## src/rtl/vpred_pkg.sv

```systemverilog
package vpred_pkg;

  localparam int REG_W    = 5;
  localparam int NUM_REGS = 1 << REG_W;
  localparam int CFG_W    = 13;

  // configuration word field positions
  localparam int TGT_LSB  = 0;
  localparam int FP_BIT   = 5;
  localparam int INV_BIT  = 6;
  localparam int ZERO_BIT = 7;
  localparam int PIDX_LSB = 8;

  typedef struct packed {
    logic             zero;
    logic             inv;
    logic             is_fp;
    logic [REG_W-1:0] pidx;
    logic [REG_W-1:0] tgt;
  } cfg_ent_t;

  typedef struct packed {
    logic             en;
    logic             zero;
    logic             inv;
    logic [REG_W-1:0] pidx;
  } slot_t;

  typedef enum logic [1:0] {
    RB_IDLE  = 2'd0,
    RB_CLEAR = 2'd1,
    RB_WALK  = 2'd2
  } rb_state_e;

  function automatic cfg_ent_t unpack_cfg(input logic [CFG_W-1:0] w);
    cfg_ent_t e;
    e.zero  = w[ZERO_BIT];
    e.inv   = w[INV_BIT];
    e.is_fp = w[FP_BIT];
    e.pidx  = w[PIDX_LSB +: REG_W];
    e.tgt   = w[TGT_LSB +: REG_W];
    return e;
  endfunction

endpackage

```

## src/rtl/vpred_rst_sync.sv

```systemverilog
module vpred_rst_sync #(
  parameter int STAGES = 2
) (
  input  logic clk,
  input  logic rst_n,
  output logic rst_sync_n
);

  logic [STAGES-1:0] sync_q;

  always_ff @(posedge clk or negedge rst_n) begin
    if (!rst_n) sync_q <= '0;
    else        sync_q <= {sync_q[STAGES-2:0], 1'b1};
  end

  assign rst_sync_n = sync_q[STAGES-1];

endmodule

```

## src/rtl/vpred_cfg_table.sv

```systemverilog
module vpred_cfg_table
  import vpred_pkg::*;
#(
  parameter int NUM_ENTRIES = 16,
  localparam int IDX_W = $clog2(NUM_ENTRIES)
) (
  input  logic             clk,
  input  logic             rst_n,
  input  logic             we,
  input  logic [IDX_W-1:0] waddr,
  input  logic [CFG_W-1:0] wdata,
  input  logic [IDX_W-1:0] rd_idx,
  output cfg_ent_t         rd_ent,
  output logic             rd_live
);

  logic [CFG_W-1:0]       word_q [NUM_ENTRIES];
  logic [NUM_ENTRIES-1:0] live_q;
  logic [NUM_ENTRIES-1:0] live_d;

  always_comb begin
    live_d = live_q;
    if (we) live_d[waddr] = 1'b1;
  end

  always_ff @(posedge clk or negedge rst_n) begin
    if (!rst_n) live_q <= '0;
    else        live_q <= live_d;
  end

  generate
    for (genvar g = 0; g < NUM_ENTRIES; g++) begin : g_word
      logic word_en;
      assign word_en = we && (waddr == IDX_W'(g));
      always_ff @(posedge clk) begin
        if (word_en) word_q[g] <= wdata;
      end
    end
  endgenerate

  assign rd_ent  = unpack_cfg(word_q[rd_idx]);
  assign rd_live = live_q[rd_idx];

  // a written slot becomes live and holds the written word
  p_write_marks_live_r1: assert property (@(posedge clk) disable iff (!rst_n)
    we |=> (live_q[$past(waddr)] && word_q[$past(waddr)] == $past(wdata)));

endmodule

```

## src/rtl/vpred_rebuild.sv

```systemverilog
module vpred_rebuild
  import vpred_pkg::*;
#(
  parameter int NUM_ENTRIES = 16,
  localparam int IDX_W = $clog2(NUM_ENTRIES)
) (
  input  logic             clk,
  input  logic             rst_n,
  input  logic             cfg_we,
  input  cfg_ent_t         ent,
  input  logic             ent_live,
  output logic [IDX_W-1:0] walk_idx,
  output logic             busy,
  output slot_t            int_tab [NUM_REGS],
  output slot_t            fp_tab  [NUM_REGS]
);

  localparam logic [IDX_W-1:0] LAST_IDX = IDX_W'(NUM_ENTRIES - 1);

  rb_state_e        state_q, state_d;
  logic [IDX_W-1:0] idx_q, idx_d;
  slot_t            int_q [NUM_REGS];
  slot_t            fp_q  [NUM_REGS];
  slot_t            int_d [NUM_REGS];
  slot_t            fp_d  [NUM_REGS];
  slot_t            new_slot;

  // sequencer next state
  always_comb begin
    state_d = state_q;
    idx_d   = idx_q;
    if (cfg_we) begin
      state_d = RB_CLEAR;
      idx_d   = '0;
    end else begin
      unique case (state_q)
        RB_CLEAR: begin
          state_d = RB_WALK;
          idx_d   = '0;
        end
        RB_WALK: begin
          if (idx_q == LAST_IDX) state_d = RB_IDLE;
          else                   idx_d   = idx_q + 1'b1;
        end
        default: ;
      endcase
    end
  end

  always_ff @(posedge clk or negedge rst_n) begin
    if (!rst_n) begin
      state_q <= RB_IDLE;
      idx_q   <= '0;
    end else begin
      state_q <= state_d;
      idx_q   <= idx_d;
    end
  end

  assign new_slot = '{en: 1'b1, zero: ent.zero, inv: ent.inv, pidx: ent.pidx};

  // lookup arrays next state
  always_comb begin
    int_d = int_q;
    fp_d  = fp_q;
    if (state_q == RB_CLEAR) begin
      for (int r = 0; r < NUM_REGS; r++) begin
        int_d[r] = '0;
        fp_d[r]  = '0;
      end
    end else if (state_q == RB_WALK && ent_live) begin
      if (ent.is_fp) fp_d[ent.tgt]  = new_slot;
      else           int_d[ent.tgt] = new_slot;
    end
  end

  always_ff @(posedge clk or negedge rst_n) begin
    if (!rst_n) begin
      for (int r = 0; r < NUM_REGS; r++) begin
        int_q[r] <= '0;
        fp_q[r]  <= '0;
      end
    end else begin
      int_q <= int_d;
      fp_q  <= fp_d;
    end
  end

  assign walk_idx = idx_q;
  assign busy     = (state_q != RB_IDLE);
  assign int_tab  = int_q;
  assign fp_tab   = fp_q;

  logic [NUM_REGS-1:0] en_vec_int, en_vec_fp;
  generate
    for (genvar g = 0; g < NUM_REGS; g++) begin : g_envec
      assign en_vec_int[g] = int_q[g].en;
      assign en_vec_fp[g]  = fp_q[g].en;
    end
  endgenerate

  // a write starts a rebuild in the next cycle
  p_write_starts_r3: assert property (@(posedge clk) disable iff (!rst_n)
    cfg_we |=> (busy && state_q == RB_CLEAR));

  // the last walk step without a new write ends the rebuild
  p_walk_ends_r3: assert property (@(posedge clk) disable iff (!rst_n)
    (state_q == RB_WALK && idx_q == LAST_IDX && !cfg_we) |=> !busy);

  // the clear step leaves both arrays empty
  p_clear_wipes_r11: assert property (@(posedge clk) disable iff (!rst_n)
    (state_q == RB_CLEAR) |=> (en_vec_int == '0 && en_vec_fp == '0));

  // a walk step enables at most one slot
  p_walk_one_step_r11: assert property (@(posedge clk) disable iff (!rst_n)
    (state_q == RB_WALK && !cfg_we) |=>
      ($countones({en_vec_int, en_vec_fp}) <= $countones($past({en_vec_int, en_vec_fp})) + 1));

endmodule

```

## src/rtl/vpred_query.sv

```systemverilog
module vpred_query
  import vpred_pkg::*;
#(
  parameter int XLEN = 32,
  localparam int ELEM_W = $clog2(XLEN)
) (
  input  logic              clk,
  input  logic              rst_n,
  input  logic              busy,
  input  logic              q_valid,
  input  logic              q_fp,
  input  logic [REG_W-1:0]  q_rd,
  input  logic [ELEM_W-1:0] q_elem,
  input  slot_t             int_tab [NUM_REGS],
  input  slot_t             fp_tab  [NUM_REGS],
  output logic [REG_W-1:0]  rf_raddr,
  input  logic [XLEN-1:0]   rf_rdata,
  output logic              res_valid,
  output logic              res_pred,
  output logic              res_zero,
  output logic              res_en
);

  slot_t sel;
  logic  accept;
  logic  pred_d, zero_d, en_d, valid_d;
  logic  pred_q, zero_q, en_q, valid_q;

  assign sel      = q_fp ? fp_tab[q_rd] : int_tab[q_rd];
  assign rf_raddr = sel.pidx;
  assign accept   = q_valid && !busy;

  always_comb begin
    valid_d = accept;
    en_d    = sel.en;
    if (sel.en) begin
      pred_d = rf_rdata[q_elem] ^ sel.inv;
      zero_d = sel.zero;
    end else begin
      pred_d = 1'b1;
      zero_d = 1'b0;
    end
  end

  always_ff @(posedge clk or negedge rst_n) begin
    if (!rst_n) valid_q <= 1'b0;
    else        valid_q <= valid_d;
  end

  always_ff @(posedge clk) begin
    if (accept) begin
      pred_q <= pred_d;
      zero_q <= zero_d;
      en_q   <= en_d;
    end
  end

  assign res_valid = valid_q;
  assign res_pred  = pred_q;
  assign res_zero  = zero_q;
  assign res_en    = en_q;

  // a result only follows a query accepted while idle
  p_result_needs_accept_r4: assert property (@(posedge clk) disable iff (!rst_n)
    res_valid |-> $past(q_valid && !busy));

  // an accepted query always yields a result
  p_accept_gives_result_r5: assert property (@(posedge clk) disable iff (!rst_n)
    (q_valid && !busy) |=> res_valid);

  // a disabled result executes every element with no zeroing
  p_disabled_passes_r9: assert property (@(posedge clk) disable iff (!rst_n)
    (res_valid && !res_en) |-> (res_pred && !res_zero));

endmodule

```

## src/rtl/vpred_remap.sv

```systemverilog
module vpred_remap
  import vpred_pkg::*;
#(
  parameter int NUM_ENTRIES = 16,
  parameter int XLEN        = 32,
  localparam int IDX_W  = $clog2(NUM_ENTRIES),
  localparam int ELEM_W = $clog2(XLEN)
) (
  input  logic              clk,
  input  logic              rst_n,
  input  logic              cfg_we,
  input  logic [IDX_W-1:0]  cfg_idx,
  input  logic [CFG_W-1:0]  cfg_wdata,
  output logic              busy,
  input  logic              q_valid,
  input  logic              q_fp,
  input  logic [REG_W-1:0]  q_rd,
  input  logic [ELEM_W-1:0] q_elem,
  output logic [REG_W-1:0]  rf_raddr,
  input  logic [XLEN-1:0]   rf_rdata,
  output logic              res_valid,
  output logic              res_pred,
  output logic              res_zero,
  output logic              res_en
);

  logic             rst_i_n;
  logic [IDX_W-1:0] walk_idx;
  cfg_ent_t         walk_ent;
  logic             walk_live;
  slot_t            int_tab [NUM_REGS];
  slot_t            fp_tab  [NUM_REGS];

  vpred_rst_sync #(.STAGES(2)) u_rst (
    .clk        (clk),
    .rst_n      (rst_n),
    .rst_sync_n (rst_i_n)
  );

  vpred_cfg_table #(.NUM_ENTRIES(NUM_ENTRIES)) u_table (
    .clk     (clk),
    .rst_n   (rst_i_n),
    .we      (cfg_we),
    .waddr   (cfg_idx),
    .wdata   (cfg_wdata),
    .rd_idx  (walk_idx),
    .rd_ent  (walk_ent),
    .rd_live (walk_live)
  );

  vpred_rebuild #(.NUM_ENTRIES(NUM_ENTRIES)) u_rebuild (
    .clk      (clk),
    .rst_n    (rst_i_n),
    .cfg_we   (cfg_we),
    .ent      (walk_ent),
    .ent_live (walk_live),
    .walk_idx (walk_idx),
    .busy     (busy),
    .int_tab  (int_tab),
    .fp_tab   (fp_tab)
  );

  vpred_query #(.XLEN(XLEN)) u_query (
    .clk       (clk),
    .rst_n     (rst_i_n),
    .busy      (busy),
    .q_valid   (q_valid),
    .q_fp      (q_fp),
    .q_rd      (q_rd),
    .q_elem    (q_elem),
    .int_tab   (int_tab),
    .fp_tab    (fp_tab),
    .rf_raddr  (rf_raddr),
    .rf_rdata  (rf_rdata),
    .res_valid (res_valid),
    .res_pred  (res_pred),
    .res_zero  (res_zero),
    .res_en    (res_en)
  );

endmodule

```

## config.mk

```make
export PLATFORM = sky130hd
export DESIGN_NAME = vpred_remap
export DESIGN_NICKNAME = d
export VERILOG_FILES = /design/src/rtl/vpred_pkg.sv /design/src/rtl/vpred_rst_sync.sv /design/src/rtl/vpred_cfg_table.sv /design/src/rtl/vpred_rebuild.sv /design/src/rtl/vpred_query.sv /design/src/rtl/vpred_remap.sv
export SDC_FILE = /design/constraint.sdc
export NUM_CORES = 1
export LEC_CHECK = 0
export BUFFER_PORTS_ARGS = -buffer_cell sky130_fd_sc_hd__buf_2
export CORE_ASPECT_RATIO = 1.25
export CORE_MARGIN = 5
export CORE_UTILIZATION = 42
export CTS_CLUSTER_DIAMETER = 50
export CTS_CLUSTER_SIZE = 28
export DETAILED_ROUTE_END_ITERATION = 7
export GPL_TIMING_DRIVEN = 0
export PLACE_DENSITY = 0.55
export SYNTH_ARGS = -nofsm -noshare
export SYNTH_HDL_FRONTEND = slang
export SYNTH_SLANG_ARGS = --single-unit
```

## constraint.sdc

```tcl
create_clock -name clk -period 19.6 [get_ports clk]
set_input_delay 3.92 -clock clk [delete_from_list [all_inputs] [get_ports clk]]
set_output_delay 3.92 -clock clk [all_outputs]
set_load 0.03 [all_outputs]
```

# [After elaboration in Yosys (flattened, before gate mapping)]
# Memories as Yosys holds them, arrays and structs flattened.
# Cells that the tools add are included.
[op_classes] add_sub_neg=1 n_lt_le_gt_ge=7 eq_ne=21 muxes=106 bitwise=4 n_reduce_logical=45
[ops] operator="$mux W256" n=6
[ops] operator="$bwmux W256" n=2
[ops] operator="$mux W13" n=15
[ops] operator="$reduce_or A13 Y1" n=15
[ops] operator="$bmux W8 S5" n=2
[ops] operator="$mux W4" n=17
[ops] operator="$mux W1" n=50
[ops] operator="$mux W8" n=6
[ops] operator="$demux W8 S5" n=1
[ops] operator="$eq A4 B4 Y1 const B" n=9
[ops] operator="$logic_and A1 B1 Y1" n=20
[ops] operator="$eq A4 B3 Y1 const B" n=4
[ops] operator="$or A16 B16 Y16" n=1
[ops] operator="$ge A6 B6 Y1 const B" n=2
[ops] operator="$not A5 Y6" n=2
[ops] operator="$lt A4 B5 Y1 const B" n=2
[ops] operator="$eq A4 B2 Y1 const B" n=2
[ops] operator="$pmux W4 S2" n=1
[ops] operator="$reduce_and A2 Y1" n=4
[ops] operator="$lt A5 B6 Y1 const B" n=1
[ops] operator="$lt A6 B1 Y1 const B" n=1
[ops] operator="$reduce_bool A2 Y1" n=3
[ops] operator="$bmux W1 S5" n=1
[ops] operator="$add A4 B1 Y4 const B" n=1
[ops] operator="15 further kinds" n=16
[totals] reg_bits=540 mem_bits_rw=208 input_bits=64 output_inout_bits=10 elab_cells=449 n_memories=1
[mem_list] name="u_table.word_q" depth=16 word_bits=13 rd=1 rd_ports_with_merged_regs=0 write_ports=1 line="vpred_cfg_table.sv:17" rtl="logic [CFG_W-1:0] word_q [NUM_ENTRIES];"

# [Longest topological paths before layout]
[depth] word_depth=20 depth_mapped=12 mapped_depth_nobuf=6

# [Hierarchy]
# A second synthesis with hierarchy kept.
[unflattened] hier_cells=2381 area_unflattened_um2=34590.7
[by_module_without_submodules] mod="vpred_rebuild" instances=1 cells_per_inst=1743 area_each_um2=21545.7 seq_area_each_um2=12962.4
[by_module_without_submodules] mod="vpred_cfg_table" instances=1 cells_per_inst=381 area_each_um2=8503.2 seq_area_each_um2=6646.4
[by_module_without_submodules] mod="vpred_query" instances=1 cells_per_inst=254 area_each_um2=4488.1 seq_area_each_um2=115.1
[by_module_without_submodules] mod="vpred_rst_sync" instances=1 cells_per_inst=3 area_each_um2=53.8 seq_area_each_um2=50.0

# [Worst setup path after synthesis]
# No wires, ideal clock.
[synth_path] path_type="input to output" from="input q_rd[0]" to="output rf_raddr[0]" t_arrival_ps=6591 required_ps=15680 path_slack_ps=9089 cell_stages=7 path_buffers=4 path_cell_list="buf_2 buf_2 buf_1 mux4_2 mux4_2 mux4_2 buf_4"
[synth_rtl] element="start: declaration" line="vpred_remap.sv:17" rtl="input logic [REG_W-1:0] q_rd,"
[synth_rtl] element="end: declaration" line="vpred_remap.sv:19" rtl="output logic [REG_W-1:0] rf_raddr,"

==> results.json <==
{
  "outcome": "finished with violations",
  "violations": "max-capacitance violations, max-slew violations",
  "hold_viol_final": 0,
  "hold_path.class": "register to async pin",
  "synth_area_leaders": "dfrtp_1 39%, edfxtp_1 18%, mux4_2 15%, mux2i_1 13%, nand2_1 5.3%",
  "power_density_mw_per_mm2": 87.29,
  "clock-sinks": 748,
  "gr-total-overflow": 0,
  "wl_met2_um": 53060,
  "synth_edf_count": 211,
  "wl_met3_um": 4919,
  "pwr-share-seq_pct": 47.0,
  "combinationalPowerShare_pct": 7.5,
  "start_kind": "input pin",
  "final-setup-viol-count": 0,
  "slew_headroom_pct": -1.219,
  "path_cells": "clkbuf_1 > clkbuf_1 > clkbuf_1 > mux4_2 > mux4_2 > mux4_2 > buf_4 > buf_2",
  "fin_crit_sh_pct": 62.65,
  "placed_area_mm2": 0.03703,
  "fin_skew_ps": 35.54,
  "synthCells": 2399,
  "dieArea_mm2": 0.08870,
  "grt_pass1_wl_um": 156500,
  "grtUsageTotal_pct": 23.84,
  "max-cap-violations": 1,
  "cts-root-buf": "clkbuf_16",
  "fmax_mhz": 81.43,
  "num_io_pins": 74,
  "cts_made_buffers": 77,
  "synth.most_common_cell": "dfrtp_1",
  "rsz0062_at_grt": "false",
  "post-route-min-period_ps": 12280,
  "dp_cells": 3573,
  "die_y_um": 331.7,
  "top_layer": "met4",
  "p_int_uw": 2555,
  "p_switching_uw": 916.6,
  "yosysWarnings": 0,
  "totalPowerFinal_uw": 3471,
  "clkPwrFrac_pct": 45.5,
  "worst_r2r_path_depth": 8,
  "max_stage_delay_ps": 960,
  "syn_area_mm2": 0.03478,
  "htree_levels": 3,
  "rrSetupSlack_ps": 14610,
  "path_max_fanout": 10,
  "ys_seq_elements": 748,
  "antenna_found_initial": 3,
  "slew_viol_final": 11,
  "detail-route-antenna-nets": 0,
  "grt_max_degree": 67,
  "power.leakage_uw": 0.01656,
  "yosys-top-cells-count": "537 x dfrtp_1, 488 x nand2_1, 457 x mux2i_1, 236 x mux4_2, 211 x edfxtp_1",
  "synth.top_cell.area_share_pct": 38.64,
  "path_clk_slew_ps": 70,
  "postCtsSetupRepairBufs": 0,
  "detail_route.wl_per_cell_um": 28.48,
  "nets": 2637,
  "die-width_um": 267.4,
  "cts_tree": "yes",
  "ys_seq_area_share_pct": 56.85,
  "postSynthAreaPerCell_um2": 14.50,
  "gp_congestion": 0.9212,
  "grt_pass1_vias": 22977,
  "cp.arrival_ps": 8360,
  "met1_length_um": 42470,
  "tightest_slew_ps": 1518,
  "synthFlopType": "dfrtp_1",
  "ctsResizeCount": 0,
  "drt-total-wl_um": 105900,
  "dp_hpwl_um": 75940,
  "clockBufferDepth": 3,
  "drt_pass1_iterations": 5,
  "num_vias": 21445,
  "hold_buffers": 0,
  "drtIter0Drc": 1805,
  "synthesis.nets": 2464,
  "start_util_pct": 42.14,
  "rows": 118,
  "crit_required_ps": 15680,
  "crit_slowest_cell": "clkbuf_1",
  "insertion_delay_ps": 650,
  "path_class": "input pin to primary output",
  "setup_ws_ps": 7320,
  "power.switching_fraction_pct": 26.41,
  "fin_area_mm2": 0.03977,
  "async_reset_ff_share_pct": 71.79,
  "syn2layout_area_growth_pct": 14.34,
  "synth_top_area_cell": "dfrtp_1",
  "r2r_end": "u_rebuild.int_tab[115]$_DFFE_PN0P_",
  "r2r_start": "u_rebuild.walk_idx[1]$_DFFE_PN0P_",
  "ys_types": 63,
  "pre_cts_ws_ps": 7268,
  "route.detailed.drc": 0,
  "drive_gt1_share_pct": 24.13,
  "design.core.area_mm2": 0.08253,
  "portBuffers": 66,
  "peakVddDrop_mv": 0.09001,
  "viasPerCell": 5.768,
  "critPathCaptureType": "primary output",
  "fin_cells": 3718
}
## layer usage
layer | up-vias | track usage (%)
met5 | - | 0
met4 | 0 | 10.58
met3 | 187 | 2.971
met2 | 662 | 40.20
met1 | 11437 | 31.05
li1 | 9159 | -
## power groups by stage
stage	logic, uW	clock network, uW	registers (uW)
2_1_floorplan	134	0	1670
3_3_place_gp	228	0	1680
3_5_place_dp	262	0	1660
4_1_cts	263	1610	1630
5_1_grt	276	1670	1630
6_report	260	1580	1630
## metrics by stage
stage / TNS [ps] / util, % / hold slack, ps
floorplan: 0 / - / 331.2
global placement: -1229880 / 44.18 / 335.5
detailed placement: 0 / 44.87 / 339.7
CTS: 0 / 48.18 / 352.2
global route: 0 / 48.18 / 352.3
finish: 0 / 48.19 / 339.7
## area by class of cell
| type | count | area, um2 |
|---|---|---|
| buffer | 205 | 989.7 |
| fill | 7085 | 42760 |
| inverter | 5 | 23.77 |
| tap | 1080 | 1351 |
| clock buffer | 87 | 2047 |
| clock inverter | 56 | 685.7 |
| antenna | 2 | 5.005 |
| multi-input combinational | 1441 | 14040 |
| timing repair buffer | 94 | 843.3 |
| sequential | 748 | 19780 |
## registers in the layout (all words and copies together), names as in the netlist
register / cells
u_query.res_zero: 1
u_rebuild.int_tab: 256
u_table.live_q: 16
u_query.res_pred: 1
u_rebuild.walk_idx: 4
u_rebuild.fp_tab: 256
u_table.word_q: 208
u_rebuild.state_q: 2
u_query.res_valid: 1
u_query.res_en: 1
u_rst.sync_q: 2
## cell families (layout without fill, tap and decap cells)
kind of cell               Yosys count  in the layout  synth area share [%]
buffers and inverters              210            447                 2.910
muxes                              698            698                 28.65
other                                1              3               0.01078
DFF                                748            748                 56.85
adders and majority gates            1              1               0.03597
and+or+nand+nor                    655            655                 9.508
AOI/OAI and AO/OA                   86             86                 2.029
## worst max-delay path by stage
stage                                          from                           endpoint  slack [ps]  cells past startpoint
final                                       q_rd[1]                        rf_raddr[3]        7320                      8
after global routing                        q_rd[1]                        rf_raddr[2]        7330                      8
after CTS                                   q_rd[1]                        rf_raddr[3]        7270                      8
after detailed placement                    q_rd[1]                        rf_raddr[3]        7270                      8
after global placement    u_rst.sync_q[1]$_DFF_PN0_  u_rebuild.int_tab[98]$_DFFE_PN0P_       -2420                      0
after floorplan           u_rst.sync_q[1]$_DFF_PN0_        u_query.res_valid$_DFF_PN0_        3520                      0
## layout by cell type, fill, tap and decap left out, types with 6 or more instances in the layout
| master | synthesis | routed |
|---|---|---|
| a21o_1 | 18 | 18 |
| a21oi_1 | 7 | 7 |
| a22o_1 | 16 | 16 |
| a22oi_1 | 7 | 7 |
| buf_1 | 19 | 18 |
| buf_16 | 0 | 11 |
| buf_2 | 33 | 100 |
| buf_4 | 14 | 15 |
| buf_6 | 13 | 23 |
| buf_8 | 1 | 7 |
| clkbuf_1 | 124 | 128 |
| clkbuf_16 | 0 | 79 |
| clkinv_4 | 1 | 9 |
| dfrtp_1 | 537 | 536 |
| edfxtp_1 | 211 | 211 |
| inv_6 | 0 | 13 |
| inv_8 | 0 | 11 |
| mux2i_1 | 457 | 457 |
| mux4_2 | 236 | 236 |
| nand2_1 | 488 | 488 |
| nand3_1 | 6 | 6 |
| nand3b_1 | 10 | 10 |
| nor2_1 | 34 | 22 |
| nor2_2 | 0 | 12 |
| nor3_2 | 2 | 6 |
| nor3_4 | 29 | 29 |
| o21a_1 | 13 | 13 |
| or2_2 | 18 | 18 |
## worst max-delay path, delay by kind of cell
family                 cells  cell delay, ps
muxes                      3            1580
buffers and inverters      5            2800
Power figures use the tool's default switching activity.
